<file path="config.mk">
export PLATFORM = sky130hd
export DESIGN_NAME = rmii_rx_assembler
export DESIGN_NICKNAME = d
export VERILOG_FILES = /design/src/rtl/rxa_pkg.sv /design/src/rtl/rxa_hunt.sv /design/src/rtl/rxa_decim.sv /design/src/rtl/rxa_pack.sv /design/src/rtl/rmii_rx_assembler.sv
export SDC_FILE = /design/constraint.sdc
export NUM_CORES = 1
export LEC_CHECK = 0
export ABC_CLOCK_PERIOD_IN_PS = 6290
export CAP_MARGIN = 20
export CORE_MARGIN = 2
export CORE_UTILIZATION = 30
export DETAILED_ROUTE_END_ITERATION = 8
export GPL_TIMING_DRIVEN = 0
export PLACE_DENSITY = 0.52
export SLEW_MARGIN = 20
export SYNTH_ARGS = -nofsm -noshare
export SYNTH_HDL_FRONTEND = slang
export SYNTH_HIERARCHICAL = 1
export SYNTH_SLANG_ARGS = --single-unit
</file>
<file path="constraint.sdc">
create_clock -name clk -period 6.29 [get_ports clk]
set_clock_uncertainty 0.15 [all_clocks]
set_input_delay 1.258 -clock clk [delete_from_list [all_inputs] [get_ports clk]]
set_output_delay 1.258 -clock clk [all_outputs]
set_load 0.02 [all_outputs]
</file>
<file path="src/rtl/rxa_pkg.sv">
package rxa_pkg;

  typedef enum logic [1:0] {
    ST_HUNT = 2'd0,
    ST_DATA = 2'd1,
    ST_DEAD = 2'd2
  } rxa_state_e;

  localparam logic [1:0] DIBIT_PRE   = 2'b01;
  localparam logic [1:0] DIBIT_SFD   = 2'b11;
  localparam logic [1:0] SPEED_10M   = 2'd0;
  localparam logic [1:0] SPEED_100M  = 2'd1;
  localparam logic [1:0] SPEED_1000M = 2'd2;
  localparam int DIBITS_PER_BYTE = 4;

  // Number of 01 dibits seen before the first 11 dibit at one sample per dibit.
  function automatic int unsigned fast_run_len(input int unsigned pre_bytes);
    return pre_bytes * DIBITS_PER_BYTE + (DIBITS_PER_BYTE - 1);
  endfunction

  // The same run when every dibit is repeated `decim` times.
  function automatic int unsigned slow_run_len(input int unsigned pre_bytes,
                                               input int unsigned decim);
    return fast_run_len(pre_bytes) * decim;
  endfunction

  // Close a byte: newest dibit on top, earlier dibits below it.
  function automatic logic [8:0] close_byte(input logic first,
                                            input logic [1:0] newest,
                                            input logic [5:0] older);
    return {first, newest, older};
  endfunction

endpackage

</file>
<file path="src/rtl/rxa_hunt.sv">
module rxa_hunt
  import rxa_pkg::*;
#(
  parameter int PRE_BYTES = 7,
  parameter int DECIM     = 10
) (
  input  logic       clk,
  input  logic       rst_n,
  input  logic       dv,
  input  logic       err,
  input  logic [1:0] dibit,
  output rxa_state_e state_o,
  output logic       lock_fast_o,
  output logic       lock_slow_o,
  output logic [1:0] speed_o
);

  localparam int unsigned FAST_RUN = fast_run_len(PRE_BYTES);
  localparam int unsigned SLOW_RUN = slow_run_len(PRE_BYTES, DECIM);
  localparam int CNT_W = $clog2(SLOW_RUN + 2);
  localparam logic [CNT_W-1:0] FAST_CMP = CNT_W'(FAST_RUN);
  localparam logic [CNT_W-1:0] SLOW_CMP = CNT_W'(SLOW_RUN);

  rxa_state_e       st_q, st_d;
  logic [CNT_W-1:0] run_q, run_d;
  logic [1:0]       speed_q, speed_d;
  logic             sfd_seen;

  assign sfd_seen    = (st_q == ST_HUNT) && dv && !err && (dibit == DIBIT_SFD);
  assign lock_fast_o = sfd_seen && (run_q == FAST_CMP);
  assign lock_slow_o = sfd_seen && (run_q == SLOW_CMP);

  always_comb begin
    st_d    = st_q;
    run_d   = run_q;
    speed_d = speed_q;
    unique case (st_q)
      ST_HUNT: begin
        if (!dv) begin
          run_d = '0;
        end else if (err) begin
          st_d = ST_DEAD;
        end else if (dibit == DIBIT_PRE) begin
          if (run_q != '1) run_d = run_q + 1'b1;
        end else if (dibit == DIBIT_SFD) begin
          run_d = '0;
          if (lock_fast_o) begin
            st_d    = ST_DATA;
            speed_d = SPEED_100M;
          end else if (lock_slow_o) begin
            st_d    = ST_DATA;
            speed_d = SPEED_10M;
          end else begin
            st_d = ST_DEAD;
          end
        end else begin
          run_d = '0;
        end
      end
      ST_DATA: begin
        if (!dv)      st_d = ST_HUNT;
        else if (err) st_d = ST_DEAD;
      end
      default: begin
        if (!dv) begin
          st_d  = ST_HUNT;
          run_d = '0;
        end
      end
    endcase
  end

  always_ff @(posedge clk or negedge rst_n) begin
    if (!rst_n) begin
      st_q    <= ST_HUNT;
      run_q   <= '0;
      speed_q <= SPEED_100M;
    end else begin
      st_q    <= st_d;
      run_q   <= run_d;
      speed_q <= speed_d;
    end
  end

  assign state_o = st_q;
  assign speed_o = speed_q;

  // losing data valid always lands in hunt
  assert_dv_low_hunt_R7: assert property (@(posedge clk) disable iff (!rst_n)
    !dv |=> (st_q == ST_HUNT));

  // an error with data valid always parks the block
  assert_err_abort_R8: assert property (@(posedge clk) disable iff (!rst_n)
    (dv && err) |=> (st_q == ST_DEAD));

  // the speed code moves only on a lock
  assert_speed_on_lock_R10: assert property (@(posedge clk) disable iff (!rst_n)
    (speed_q != $past(speed_q)) |-> $past(lock_fast_o || lock_slow_o));

  // only the two detectable rates are ever reported
  assert_speed_legal_R10: assert property (@(posedge clk) disable iff (!rst_n)
    (speed_q == SPEED_10M) || (speed_q == SPEED_100M));

endmodule

</file>
<file path="src/rtl/rxa_decim.sv">
module rxa_decim #(
  parameter int DECIM = 10
) (
  input  logic clk,
  input  logic rst_n,
  input  logic lock_slow,
  output logic tick_o
);

  localparam int PH_W = (DECIM > 1) ? $clog2(DECIM) : 1;
  localparam logic [PH_W-1:0] PH_LAST = PH_W'(DECIM - 1);
  localparam logic [PH_W-1:0] PH_AFTER_LOCK = PH_W'(1 % DECIM);

  logic [PH_W-1:0] phase_q;

  always_ff @(posedge clk or negedge rst_n) begin
    if (!rst_n) begin
      phase_q <= '0;
    end else if (lock_slow) begin
      phase_q <= PH_AFTER_LOCK;
    end else if (phase_q == PH_LAST) begin
      phase_q <= '0;
    end else begin
      phase_q <= phase_q + 1'b1;
    end
  end

  assign tick_o = (phase_q == '0);

  // no data sample falls on the clock right after a slow lock
  assert_no_tick_after_lock_R4: assert property (@(posedge clk) disable iff (!rst_n)
    lock_slow |=> !tick_o);

endmodule

</file>
<file path="src/rtl/rxa_pack.sv">
module rxa_pack
  import rxa_pkg::*;
(
  input  logic       clk,
  input  logic       rst_n,
  input  logic       start,
  input  logic       take,
  input  logic [1:0] dibit,
  output logic [8:0] byte_o,
  output logic       valid_o
);

  logic [1:0] idx_q;
  logic [5:0] acc_q;
  logic       first_q;
  logic       byte_done;

  assign byte_done = take && (idx_q == 2'd3);

  always_ff @(posedge clk or negedge rst_n) begin
    if (!rst_n) begin
      idx_q   <= '0;
      acc_q   <= '0;
      first_q <= 1'b0;
      byte_o  <= '0;
      valid_o <= 1'b0;
    end else begin
      valid_o <= 1'b0;
      if (start) begin
        idx_q   <= '0;
        first_q <= 1'b1;
      end else if (byte_done) begin
        byte_o  <= close_byte(first_q, dibit, acc_q);
        valid_o <= 1'b1;
        first_q <= 1'b0;
        idx_q   <= '0;
      end else if (take) begin
        acc_q <= {dibit, acc_q[5:2]};
        idx_q <= idx_q + 1'b1;
      end
    end
  end

  // a new frame never begins with a byte already on the output
  assert_start_quiet_R5: assert property (@(posedge clk) disable iff (!rst_n)
    start |=> !valid_o);

endmodule

</file>
<file path="src/rtl/rmii_rx_assembler.sv">
module rmii_rx_assembler
  import rxa_pkg::*;
#(
  parameter int PRE_BYTES = 7,
  parameter int DECIM     = 10
) (
  input  logic       clk,
  input  logic       rst_n,
  input  logic [1:0] rx_dibit,
  input  logic       rx_dv,
  input  logic       rx_err,
  output logic [8:0] rx_byte,
  output logic       rx_byte_valid,
  output logic [1:0] link_speed
);

  localparam int GAP_SLOW = DIBITS_PER_BYTE * DECIM;
  localparam int GAP_W    = $clog2(GAP_SLOW + 1);
  localparam logic [GAP_W-1:0] GAP_MAX  = GAP_W'(GAP_SLOW);
  localparam logic [GAP_W-1:0] GAP_FAST = GAP_W'(DIBITS_PER_BYTE);

  rxa_state_e st;
  logic       lock_fast, lock_slow, frame_start;
  logic       slow_tick, take_dibit;

  rxa_hunt #(.PRE_BYTES(PRE_BYTES), .DECIM(DECIM)) hunt_i (
    .clk         (clk),
    .rst_n       (rst_n),
    .dv          (rx_dv),
    .err         (rx_err),
    .dibit       (rx_dibit),
    .state_o     (st),
    .lock_fast_o (lock_fast),
    .lock_slow_o (lock_slow),
    .speed_o     (link_speed)
  );

  rxa_decim #(.DECIM(DECIM)) decim_i (
    .clk       (clk),
    .rst_n     (rst_n),
    .lock_slow (lock_slow),
    .tick_o    (slow_tick)
  );

  assign frame_start = lock_fast || lock_slow;
  assign take_dibit  = (st == ST_DATA) && rx_dv && !rx_err &&
                       ((link_speed == SPEED_100M) || slow_tick);

  rxa_pack pack_i (
    .clk     (clk),
    .rst_n   (rst_n),
    .start   (frame_start),
    .take    (take_dibit),
    .dibit   (rx_dibit),
    .byte_o  (rx_byte),
    .valid_o (rx_byte_valid)
  );

  // Clocks since the last strobe, kept for the spacing check below.
  logic [GAP_W-1:0] gap_q;
  always_ff @(posedge clk or negedge rst_n) begin
    if (!rst_n)                gap_q <= GAP_MAX;
    else if (rx_byte_valid)    gap_q <= GAP_W'(1);
    else if (gap_q != GAP_MAX) gap_q <= gap_q + 1'b1;
  end

  // a byte only ever leaves while a frame body is being received
  assert_emit_in_data_R6: assert property (@(posedge clk) disable iff (!rst_n)
    rx_byte_valid |-> $past(st == ST_DATA));

  // strobe spacing follows the locked rate
  assert_byte_gap_R11: assert property (@(posedge clk) disable iff (!rst_n)
    rx_byte_valid |-> (gap_q >= ((link_speed == SPEED_100M) ? GAP_FAST : GAP_MAX)));

endmodule

</file>
==> flow_metrics.py <==
metrics = {
    "run_status": {
        "outcome": "complete, no violations",
    },
    "logic_synthesis": {
        "synth-seq-cells": 35,
        "synth_top_area_share_pct": 50.6,
        "synth.yosys.seq_area_share_pct": 52.2,
        "yosys-top-cells-area": "dfrtp_1, mux2_2, ha_1, nand2_1, nand3_1",
        "synth_ff_type": "dfrtp_1",
        "synthCells": 151,
        "ys_warn_count": 6,
        "syn_avg_cell_area_um2": 11.1,
        "async_flop_share_pct": 100,
        "syn-cell-area_mm2": 0.00168,
        "yosys.area.top_type": "dfrtp_1",
        "synth_cell_types": 48,
        "synth_edf_count": 0,
        "syn_nets": 161,
    },
    "final_layout": {
        "drive_above_1_share_pct": 21.6,
        "antennaDiodeCount": 0,
        "final_nets": 185,
        "design_area_mm2": 0.00207,
        "layout.cells.non_filler": 248,
        "syn_to_final_growth_pct": 22.9,
    },
    "setup_path": {
        "crit_end": "pack_i/byte_o[6]$_DFFE_PN0P_",
        "start_kind": "input pin",
        "reg2reg_to": "pack_i/byte_o[6]$_DFFE_PN0P_",
        "path_class": "input pin to flop",
        "worstRegToRegCells": 7,
        "critical_path_arrival_ns": 4.01,
        "cp-end-kind": "flop",
        "crit_fanout": 10,
        "rrSetupSlack_ns": 3.37,
        "required_ns": 6.31,
        "r2r-start": "hunt_i/state_o[0]$_DFFE_PN0P_",
        "startpoint": "rx_dv",
    },
    "floorplan": {
        "die_w_um": 78.8,
        "std_cell_rows": 27,
        "ios": 18,
        "dieArea_mm2": 0.00622,
        "die_height_um": 78.8,
        "initial_core_util_pct": 30.7,
        "core_area_mm2": 0.00547,
    },
    "route": {
        "antenna_left": 0,
        "dr_total_vias": 1219,
        "drc": 0,
        "wl_per_cell_um": 12.7,
        "drt_iter0_drc": 30,
        "dr.pass1.iters": 4,
        "totalWireLength_mm": 3.14,
        "viasPerCell": 4.92,
    },
    "sta": {
        "finalSetupViolCount": 0,
        "post-route-min-period_ns": 3.99,
        "max_freq_mhz": 250,
        "rsz0062_at_grt": "no",
        "fin_crit_sh_pct": 63.5,
        "finalSetupTns_ns": 0,
        "slew_violations": 0,
        "hold_violations": 0,
    },
    "global_route": {
        "grt_max_degree": 25,
        "grt_pass1_vias": 1231,
        "grt_pass1_wl_mm": 5.38,
        "antenna_found_initial": 0,
        "grt_overflow": 0,
        "grt_use_total_pct": 11.0,
    },
    "hold_path": {
        "hp-class": "flop to flop",
    },
    "power_and_ir_drop": {
        "power.density_mw_per_mm2": 239,
        "p_leak_nw": 0.913,
        "ir_drop_mv": 0.0695,
    },
    "placement": {
        "post-dp-hpwl_mm": 2.32,
        "placed_cell_area_mm2": 0.00195,
        "placed_cells": 240,
        "place.gp.congestion": 0.761,
        "port_buffers": 16,
    },
    "clock_network": {
        "cts-root-buf": "clkbuf_8",
        "ctsHoldBuffers": 0,
        "cts_htree_levels": 2,
        "post_cts_resized": 0,
        "cts_buffers": 5,
        "clock_latency_ns": 0.28,
        "post-cts-setup-buffers": 0,
        "cts.path.max_buffers": 2,
        "clkTransAtPathRegs_ns": 0.07,
        "cts.sinks": 35,
        "cts_tree": "built",
    },
    "run": {
        "drv_cap": 0,
    },
}
-- stage by stage --
stage          hold WS (ns)  setup WS [ns]  utilization, %  total power, mW
6_report              0.336           2.30            37.7            0.494
5_1_grt               0.365           2.23            37.7            0.521
4_1_cts               0.344           2.27            37.7            0.501
3_5_place_dp          0.327           1.97            35.7            0.297
3_3_place_gp          0.313           2.03            35.3            0.292
2_1_floorplan         0.295           2.79               -            0.277
-- cell type report --
| cell class | instances | area (um2) |
|---|---|---|
| plain buffers | 5 | 26.3 |
| clock buffers | 5 | 68.8 |
| clock inverters | 3 | 43.8 |
| fillers | 550 | 3410 |
| inverters | 5 | 18.8 |
| multi-input cells | 106 | 758 |
| flip-flops and latches | 35 | 877 |
| well taps | 72 | 90.1 |
| repair buffers | 17 | 183 |
-- sequential cells by signal, summed over array words and instances (netlist names) --
name and count:
decim_i/phase_q 4, hunt_i/run_q 9, hunt_i/speed_o 1, hunt_i/state_o 2
pack_i/acc_q 6, pack_i/byte_o 9, pack_i/first_q 1, pack_i/idx_q 2
pack_i/valid_o 1
-- worst max-delay path: stages --
cell and delay (ns):
clkdlybuf4s50_1 0.57, or4b_1 0.46, or4_4 0.53, nor2_1 0.29, or2_2 0.24, nand3b_1 0.12, buf_4 0.19, mux2_2 0.35
-- synthesized netlist by cell type, drive strengths merged, types with 2 or more instances --
master	n
a21oi	4
buf	2
clkbuf	3
dfrtp	34
ha	4
inv	5
mux2	15
nand2	14
nand2b	5
nand3	9
nand3b	3
nor2	8
nor3	2
nor3b	2
o21ai	10
o311ai	3
o31ai	3
or4	2
-- logic make-up (layout without fill, tap and decap cells) --
kind of cell               count (synthesis)  after routing  synth area share [%]
and+or+nand+nor                           59             59                  21.1
muxes                                     15             15                  10.1
AOI/OAI and AO/OA                         26             26                  10.2
DFF                                       35             35                  52.2
other                                      1              1                 0.223
buffers and inverters                     10             35                  2.68
xor gates and xnor gates                   1              1                 0.521
adders and majority gates                  4              4                  2.98
-- placed cells by master, fill, tap and decap left out, types with 3 or more instances in the layout --
| master | instances |
|---|---|
| clkbuf_8 | 5 |
| clkdlybuf4s50_1 | 15 |
| nand3b_1 | 3 |
| inv_1 | 4 |
| ha_1 | 4 |
| nand3_1 | 9 |
| o21ai_0 | 9 |
| dfrtp_1 | 34 |
| nor2_1 | 8 |
| clkbuf_1 | 3 |
| nand2b_1 | 5 |
| nand2_1 | 13 |
| a21oi_1 | 3 |
| mux2_2 | 15 |
| o31ai_1 | 3 |
-- how the worst min path moves through the flow --
stage | depth (start not counted) | from | end
final | 1 | pack_i/first_q$_DFFE_PN0P_ | pack_i/first_q$_DFFE_PN0P_
after global placement | 1 | pack_i/first_q$_DFFE_PN0P_ | pack_i/first_q$_DFFE_PN0P_
after detailed placement | 1 | pack_i/first_q$_DFFE_PN0P_ | pack_i/first_q$_DFFE_PN0P_
after global routing | 1 | pack_i/first_q$_DFFE_PN0P_ | pack_i/first_q$_DFFE_PN0P_
after floorplan | 1 | pack_i/first_q$_DFFE_PN0P_ | pack_i/first_q$_DFFE_PN0P_
after CTS | 1 | pack_i/first_q$_DFFE_PN0P_ | pack_i/first_q$_DFFE_PN0P_
-- per-layer routing --
metal | vias up | global-route usage [%] | routed length (um)
met1 | 601 | 12.8 | 1500
met4 | 0 | 5.52 | 36
met5 | - | 0 | 0
li1 | 590 | - | -
met3 | 4 | 3.86 | 143
met2 | 24 | 18.0 | 1460
-- power breakdown --
part | internal, mW | switching [mW]
clock network | 0.118 | 0.0833
registers | 0.236 | 0.0138
logic | 0.0205 | 0.0229
No activity file was read; power rests on OpenSTA's default activity.
